File: src/rtl/irq_seq_pkg.sv
package irq_seq_pkg;

  typedef enum logic [1:0] {
    KIND_NONE  = 2'd0,
    KIND_NMI   = 2'd1,
    KIND_IRQ   = 2'd2,
    KIND_RESET = 2'd3
  } kind_e;

  // strobes from control to datapath
  typedef struct packed {
    logic  capture;
    logic  pushHi;
    logic  pushLo;
    logic  pushStat;
    logic  readLo;
    logic  readHi;
    kind_e kind;
  } seq_ctrl_t;

  localparam int FLAG_I = 2;
  localparam int FLAG_B = 4;
  localparam int FLAG_U = 5;

  localparam logic [7:0] VEC_NMI_LO = 8'hFA;
  localparam logic [7:0] VEC_RST_LO = 8'hFC;
  localparam logic [7:0] VEC_IRQ_LO = 8'hFE;

endpackage

File: src/rtl/irq_seq_src.sv
module irq_seq_src #(
  parameter int SRC_W    = 4,
  parameter int TEMP_BIT = 0
) (
  input  logic             clk,
  input  logic             rstN,
  input  logic [SRC_W-1:0] irqSet,
  input  logic [SRC_W-1:0] irqClr,
  input  logic             clearTemp,
  output logic             irqLevel
);
  localparam logic [SRC_W-1:0] TEMP_MASK = SRC_W'(1) << TEMP_BIT;

  logic [SRC_W-1:0] srcBits;
  logic [SRC_W-1:0] srcNext;

  always_comb begin
    srcNext = (srcBits & ~irqClr) | irqSet;
    if (clearTemp) srcNext = srcNext & ~TEMP_MASK;
  end

  always_ff @(posedge clk or negedge rstN) begin
    if (!rstN) srcBits <= '0;
    else       srcBits <= srcNext;
  end

  assign irqLevel = |srcBits;

  AST_TEMP_DROPPED: assert property (@(posedge clk) disable iff (!rstN)
    clearTemp |=> !srcBits[TEMP_BIT]) else $error("one-shot bit survived a boundary");

  AST_SRC_HOLDS: assert property (@(posedge clk) disable iff (!rstN)
    (irqLevel && irqClr == '0 && !clearTemp) |=> irqLevel) else $error("level dropped");

endmodule

File: src/rtl/irq_seq_ctrl.sv
module irq_seq_ctrl
  import irq_seq_pkg::*;
(
  input  logic      clk,
  input  logic      rstN,
  input  logic      boundary,
  input  logic      nmiReq,
  input  logic      jamSet,
  input  logic      irqLevel,
  input  logic      pIflag,
  output logic      clearTemp,
  output logic      busy,
  output seq_ctrl_t ctrl
);
  typedef enum logic [3:0] {
    ST_IDLE, ST_INT1, ST_INT2, ST_PCH, ST_PCL, ST_STAT,
    ST_VLO, ST_VHI, ST_RLO, ST_RHI
  } state_e;

  state_e state;
  kind_e  kindQ;
  logic   nmiPend;
  logic   jammed;
  logic   iPrev;
  logic   accept;
  logic   takeNmi;
  logic   takeIrq;

  assign accept  = (state == ST_IDLE) && boundary;
  assign takeNmi = accept && nmiPend && !jammed;
  assign takeIrq = accept && !takeNmi && irqLevel && !iPrev && !jammed;
  assign clearTemp = accept;
  assign busy = (state != ST_IDLE);

  always_comb begin
    ctrl          = '0;
    ctrl.capture  = takeNmi || takeIrq || (state == ST_RLO);
    ctrl.pushHi   = (state == ST_PCH);
    ctrl.pushLo   = (state == ST_PCL);
    ctrl.pushStat = (state == ST_STAT);
    ctrl.readLo   = (state == ST_VLO) || (state == ST_RLO);
    ctrl.readHi   = (state == ST_VHI) || (state == ST_RHI);
    ctrl.kind     = kindQ;
  end

  always_ff @(posedge clk or negedge rstN) begin
    if (!rstN) begin
      state   <= ST_RLO;
      kindQ   <= KIND_RESET;
      nmiPend <= 1'b0;
      jammed  <= 1'b0;
      iPrev   <= 1'b1;
    end else begin
      nmiPend <= nmiReq || (nmiPend && !takeNmi);
      jammed  <= jammed || jamSet;
      if (accept) iPrev <= (takeNmi || takeIrq) ? 1'b1 : pIflag;
      if (takeNmi)      kindQ <= KIND_NMI;
      else if (takeIrq) kindQ <= KIND_IRQ;
      unique case (state)
        ST_IDLE: if (takeNmi || takeIrq) state <= ST_INT1;
        ST_INT1: state <= ST_INT2;
        ST_INT2: state <= ST_PCH;
        ST_PCH:  state <= ST_PCL;
        ST_PCL:  state <= ST_STAT;
        ST_STAT: state <= ST_VLO;
        ST_VLO:  state <= ST_VHI;
        ST_VHI:  state <= ST_IDLE;
        ST_RLO:  state <= ST_RHI;
        ST_RHI:  state <= ST_IDLE;
        default: state <= ST_IDLE;
      endcase
    end
  end

  AST_NMI_FIRST: assert property (@(posedge clk) disable iff (!rstN)
    (accept && nmiPend && !jammed) |=> (kindQ == KIND_NMI)) else $error("priority");

  AST_MASK_DELAY: assert property (@(posedge clk) disable iff (!rstN)
    (accept && iPrev && !nmiPend) |=> (state == ST_IDLE)) else $error("masked entry");

  AST_HALT_NO_ENTRY: assert property (@(posedge clk) disable iff (!rstN)
    (jammed && state == ST_IDLE) |=> (state == ST_IDLE)) else $error("halted entry");

  AST_NMI_CLEARED: assert property (@(posedge clk) disable iff (!rstN)
    (state == ST_INT1 && kindQ == KIND_NMI) |-> (!nmiPend || $past(nmiReq))) else $error("nmi kept");

  AST_BUSY_IGNORE: assert property (@(posedge clk) disable iff (!rstN)
    (busy && boundary && state != ST_VHI && state != ST_RHI) |=> busy) else $error("busy broken");

endmodule

File: src/rtl/irq_seq_dp.sv
module irq_seq_dp
  import irq_seq_pkg::*;
#(
  parameter logic [7:0] STACK_PAGE = 8'h01,
  parameter logic [7:0] VEC_PAGE   = 8'hFF
) (
  input  logic        clk,
  input  logic        rstN,
  input  seq_ctrl_t   ctrl,
  input  logic [15:0] pcIn,
  input  logic [7:0]  spIn,
  input  logic [7:0]  pIn,
  input  logic [7:0]  memRdata,
  output logic [15:0] memAddr,
  output logic        memWe,
  output logic        memRe,
  output logic [7:0]  memWdata,
  output logic [15:0] pcOut,
  output logic [7:0]  spOut,
  output logic [7:0]  pOut,
  output logic        done,
  output logic [1:0]  entryKind
);
  localparam logic [7:0] I_MASK = 8'(1) << FLAG_I;
  localparam logic [7:0] B_MASK = 8'(1) << FLAG_B;
  localparam logic [7:0] U_MASK = 8'(1) << FLAG_U;

  logic [15:0] pcSave;
  logic [7:0]  spWork;
  logic [7:0]  pSave;
  logic [7:0]  vecLo;
  logic [7:0]  vecByte;
  logic [15:0] pcQ;
  logic [7:0]  pQ;
  logic        doneQ;
  kind_e       kindOut;
  logic        pushAny;

  assign pushAny = ctrl.pushHi || ctrl.pushLo || ctrl.pushStat;

  always_comb begin
    unique case (ctrl.kind)
      KIND_NMI:   vecByte = VEC_NMI_LO;
      KIND_IRQ:   vecByte = VEC_IRQ_LO;
      default:    vecByte = VEC_RST_LO;
    endcase
  end

  always_comb begin
    memWe    = pushAny;
    memRe    = ctrl.readLo || ctrl.readHi;
    memAddr  = '0;
    memWdata = '0;
    if (pushAny) memAddr = {STACK_PAGE, spWork};
    else if (memRe) memAddr = {VEC_PAGE, vecByte | {7'd0, ctrl.readHi}};
    if (ctrl.pushHi)        memWdata = pcSave[15:8];
    else if (ctrl.pushLo)   memWdata = pcSave[7:0];
    else if (ctrl.pushStat) memWdata = (pSave & ~B_MASK) | U_MASK;
  end

  always_ff @(posedge clk or negedge rstN) begin
    if (!rstN) begin
      pcSave  <= '0;
      spWork  <= '0;
      pSave   <= '0;
      vecLo   <= '0;
      pcQ     <= '0;
      pQ      <= '0;
      doneQ   <= 1'b0;
      kindOut <= KIND_NONE;
    end else begin
      doneQ <= ctrl.readHi;
      if (ctrl.capture) begin
        pcSave <= pcIn;
        spWork <= spIn;
        pSave  <= pIn;
      end else if (pushAny) begin
        spWork <= spWork - 8'd1;
      end
      if (ctrl.readLo) vecLo <= memRdata;
      if (ctrl.readHi) begin
        pcQ     <= {memRdata, vecLo};
        pQ      <= (ctrl.kind == KIND_RESET) ? I_MASK : (pSave | I_MASK);
        kindOut <= ctrl.kind;
      end
    end
  end

  assign pcOut     = pcQ;
  assign spOut     = spWork;
  assign pOut      = pQ;
  assign done      = doneQ;
  assign entryKind = kindOut;

  AST_STACK_PAGE: assert property (@(posedge clk) disable iff (!rstN)
    memWe |-> (memAddr[15:8] == STACK_PAGE)) else $error("push off page");

  AST_SP_STEP: assert property (@(posedge clk) disable iff (!rstN)
    ctrl.pushLo |-> (memAddr[7:0] == $past(memAddr[7:0]) - 8'd1)) else $error("sp step");

  AST_STAT_BITS: assert property (@(posedge clk) disable iff (!rstN)
    ctrl.pushStat |-> (memWdata[FLAG_U] && !memWdata[FLAG_B])) else $error("status bits");

  AST_VEC_PAGE: assert property (@(posedge clk) disable iff (!rstN)
    memRe |-> (memAddr[15:8] == VEC_PAGE)) else $error("vector page");

  AST_ONE_ACCESS: assert property (@(posedge clk) disable iff (!rstN)
    !(memWe && memRe)) else $error("two accesses");

  AST_DONE_PULSE: assert property (@(posedge clk) disable iff (!rstN)
    done |=> !done) else $error("done too long");

  AST_RESET_P: assert property (@(posedge clk) disable iff (!rstN)
    (done && entryKind == 2'd3) |-> (pOut == I_MASK)) else $error("reset status");

endmodule

File: src/rtl/intr_entry_seq.sv
module intr_entry_seq
  import irq_seq_pkg::*;
#(
  parameter int         SRC_W      = 4,
  parameter int         TEMP_BIT   = 0,
  parameter logic [7:0] STACK_PAGE = 8'h01,
  parameter logic [7:0] VEC_PAGE   = 8'hFF
) (
  input  logic             clk,
  input  logic             rstN,
  input  logic             boundary,
  input  logic             nmiReq,
  input  logic [SRC_W-1:0] irqSet,
  input  logic [SRC_W-1:0] irqClr,
  input  logic             jamSet,
  input  logic [15:0]      pcIn,
  input  logic [7:0]       spIn,
  input  logic [7:0]       pIn,
  output logic [15:0]      memAddr,
  output logic             memWe,
  output logic             memRe,
  output logic [7:0]       memWdata,
  input  logic [7:0]       memRdata,
  output logic             busy,
  output logic             done,
  output logic [1:0]       entryKind,
  output logic [15:0]      pcOut,
  output logic [7:0]       spOut,
  output logic [7:0]       pOut
);
  seq_ctrl_t ctrl;
  logic      irqLevel;
  logic      clearTemp;

  irq_seq_src #(.SRC_W(SRC_W), .TEMP_BIT(TEMP_BIT)) u_src (
    .clk(clk), .rstN(rstN), .irqSet(irqSet), .irqClr(irqClr),
    .clearTemp(clearTemp), .irqLevel(irqLevel)
  );

  irq_seq_ctrl u_ctrl (
    .clk(clk), .rstN(rstN), .boundary(boundary), .nmiReq(nmiReq),
    .jamSet(jamSet), .irqLevel(irqLevel), .pIflag(pIn[FLAG_I]),
    .clearTemp(clearTemp), .busy(busy), .ctrl(ctrl)
  );

  irq_seq_dp #(.STACK_PAGE(STACK_PAGE), .VEC_PAGE(VEC_PAGE)) u_dp (
    .clk(clk), .rstN(rstN), .ctrl(ctrl), .pcIn(pcIn), .spIn(spIn), .pIn(pIn),
    .memRdata(memRdata), .memAddr(memAddr), .memWe(memWe), .memRe(memRe),
    .memWdata(memWdata), .pcOut(pcOut), .spOut(spOut), .pOut(pOut),
    .done(done), .entryKind(entryKind)
  );

  AST_DONE_IDLE: assert property (@(posedge clk) disable iff (!rstN)
    done |-> !busy) else $error("done while busy");

endmodule

File: config.mk
export PLATFORM = sky130hd
export DESIGN_NAME = intr_entry_seq
export DESIGN_NICKNAME = d
export VERILOG_FILES = /design/src/rtl/irq_seq_pkg.sv /design/src/rtl/irq_seq_src.sv /design/src/rtl/irq_seq_ctrl.sv /design/src/rtl/irq_seq_dp.sv /design/src/rtl/intr_entry_seq.sv
export SDC_FILE = /design/constraint.sdc
export NUM_CORES = 1
export LEC_CHECK = 0
export ABC_AREA = 1
export CORE_MARGIN = 4
export CORE_UTILIZATION = 45
export DETAILED_ROUTE_END_ITERATION = 10
export PLACE_DENSITY = 0.84
export SETUP_SLACK_MARGIN = 0.2
export SYNTH_ARGS = -nofsm -noshare
export SYNTH_HDL_FRONTEND = slang
export SYNTH_HIERARCHICAL = 1
export SYNTH_SLANG_ARGS = --single-unit
export TNS_END_PERCENT = 50
File: constraint.sdc
create_clock -name clk -period 3.4 [get_ports clk]
set_input_delay 0.68 -clock clk [delete_from_list [all_inputs] [get_ports clk]]
set_output_delay 0.68 -clock clk [all_outputs]
set_load 0.05 [all_outputs]
==> out/metrics.yaml <==
yosys:
  synthCells: 443
  syn_area_um2: 3705
  avgSynthCellArea_um2: 8.363
  synth.area.mux_share_pct: 0.2702
  synth.ff_latch_count: 80
  synth_top_family_by_area: "simple AND/OR/NAND/NOR gates"
  synth_xor_area_share_pct: 0.4728
  synth-simple-area-share_pct: 23.03
  synth_area_leaders: "dfrtp_1, nand2_1, o21ai_0"
  async_reset_ff_share_pct: 100.0
  ys_types: 32
  synth_top_area_share_pct: 51.33
  syn-num-nets: 499
  synth_area_leader_cell: "dfrtp_1"
  synth-adder-area-share_pct: 1.013
  ys_warn_count: 6
  ys_seq_area_share_pct: 54.17
  synth-edff-count: 0
  synth_top_flop_cell: "dfrtp_1"
  synth_compound_area_share_pct: 11.65
cells_and_area:
  fillers: 693
  fin_util_pct: 67.22
  nNetsFinal: 612
  antenna_cells: 0
  syn2layout_area_growth_pct: 42.38
  mostFrequentLayoutCells: "nand2_1, clkdlybuf4s50_1, dfrtp_1"
  design_area_um2: 5275
  layout-drive-gt1-share_pct: 13.01
  final_common_cell: "nand2_1"
sta:
  clock_skew_ns: 0.01212
  relSlewSlack_pct: 34.15
  fmaxAchievable_mhz: 316.9
  period_needed_ns: 3.156
  worst_slew_pin_slew_ns: 0.9877
  tns_ns: 0
  setup_violations: 0
  rsz0062_at_grt: "yes"
  timing_hold_violations_final: 0
  finalWorstSetupSlack_ns: 0.2440
  final.period_utilization_pct: 92.82
  maxSlewViolCount: 0
floorplan:
  die_x_um: 98.74
  rows: 32
  die_area_um2: 9749
  start_util_pct: 47.21
  die-height_um: 98.74
  boundaryPins: 115
  core_um2: 7848
detailed_routing:
  routed_wl_um: 9005
  drc_errors: 0
  drt-pass1-iter-count: 4
  vias_per_cell: 4.837
  vias: 3207
  wl_per_cell_um: 13.58
  drt_iter0_drc: 91
  drtAntennaViolNets: 0
critical_path:
  cp-end-kind: "output pin"
  reg2reg_slack_ns: 1.12
  critPathLaunchType: "flip-flop"
  reg2reg_depth: 8
  critPathKind: "flip-flop to output pin"
  crit_arrival_ns: 2.48
  critPathMaxFanout: 7
  critPathRequiredTime_ns: 2.72
clock_network:
  cts_hold_buf: 0
  clock-root-buffer: "clkbuf_8"
  cts.clk_slew.worst_paths_ns: 0.09
  cts_tree: "built"
  clockBufferDepth: 2
  cts_made_buffers: 9
  htree_levels: 3
  clock_sinks: 80
  clk_latency_ns: 0.36
global_routing:
  antenna_found_initial: 0
  grt_pass1_vias: 3209
  grt_max_degree: 81
  globalRoute.busiestLayer: "met2"
  grt-ovfl-total: 0
  grt_use_met2_pct: 31.83
  use_met3_pct: 5.449
  grt_usage_pct: 18.98
  grt_pass1_wl_um: 14900
  use_met1_pct: 24.03
pwr:
  pwr_density_cell_nw_per_um2: 1138
  power.leakage_uw: 0.002539
  ir_worst_vdd_uv: 432.4
flow_run:
  cap_violations: 0
placed_design:
  place_ws_ns: 0.3301
  place_congestion: 0.8937
  dp_hpwl_um: 6837
  io_buffers: 114
  place_area_um2: 5081
worst_hold_path:
  hold_class: "input pin to asynchronous set/reset pin"
status:
  status: "finished, final reports clean"
[power breakdown]
| group | leakage (uW) | switching, uW | internal, uW |
|---|---|---|---|
| clock | 0.000104 | 390 | 355 |
| combinational | 0.00147 | 2450 | 1350 |
| sequential | 0.000961 | 194 | 1270 |
[path summary, 6_finish.rpt]
kind                                 start       endpoint
setup / recovery           u_ctrl/state[3]    memWdata[2]
setup reg to reg           u_ctrl/state[3]   u_dp/pOut[4]
min in group clk              u_ctrl/iPrev   u_ctrl/iPrev
max in group asynchronous             rstN  u_dp/spOut[4]
hold reg to reg               u_ctrl/iPrev   u_ctrl/iPrev
hold / removal                        rstN  u_dp/pSave[1]
[worst max-delay path, cell delays in order, from the launching register on]
cell and delay [ns]:
dfstp_2 0.60, inv_1 0.07, nand2_1 0.17, nor2_1 0.11, inv_2 0.13, nand2_1 0.16
o21ai_0 0.19, nand2_1 0.06, o21ai_0 0.08, dlygate4sd2_1 0.55
[flip-flops by register name, indices dropped and copies added (netlist names)]
name,count
u_dp/entryKind,2
u_ctrl/jammed,1
u_dp/pSave,8
u_dp/vecLo,8
u_ctrl/nmiPend,1
u_dp/done,1
u_ctrl/kindQ,2
u_src/srcBits,4
u_dp/spOut,8
u_dp/pcSave,16
u_ctrl/iPrev,1
u_ctrl/state,4
u_dp/pcOut,16
u_dp/pOut,8
[layout make-up]
cell class                      count  area, um2  share of cell area (%)
Clock buffer                        9      123.9                   2.348
Clock inverter                      7      86.33                   1.637
Inverter                           64      244.0                   4.625
Multi-Input combinational cell    281       1355                   25.69
Sequential cell                    80       2007                   38.05
Tap cell                          102      127.6                   2.419
Timing Repair Buffer              120       1331                   25.24
[kinds of logic after synthesis]
kind of cell | count (synthesis)
adders and majority gates | 3
DFF | 80
and+or+nand+nor | 195
muxes | 1
AOI/OAI and AO/OA | 80
buffers and inverters | 82
xor gates and xnor gates | 2
[stage by stage]
step / hold WS, ns / total power, uW / std cells
floorplan: 0.3844 / 3809 / 443
detailed placement: 0.4617 / 5333 / 647
global route: 0.5008 / 6326 / 663
CTS: 0.4765 / 6054 / 663
global placement: 0.4522 / 5243 / 647
finish: 0.4756 / 6005 / 663
[layer usage]
layer,share of wire [%],up-vias
met5,0,-
met4,1.2,0
met3,6.7,12
met2,49,110
met1,43,1495
li1,-,1590
[timing repair]
action / in CTS / in global routing
gates resized for setup: 7 / 10
endpoints found under the setup margin: 14 / 13
setup buffers: 0 / 0
[cell usage after synthesis, types with 5 or more instances]
| cell type | number |
|---|---|
| nand2_1 | 153 |
| o21ai_0 | 64 |
| buf_2 | 5 |
| inv_1 | 59 |
| buf_4 | 9 |
| nor2_1 | 17 |
| nand3_1 | 8 |
| dfrtp_1 | 76 |
| inv_2 | 5 |
Power figures use the tool's default switching activity.
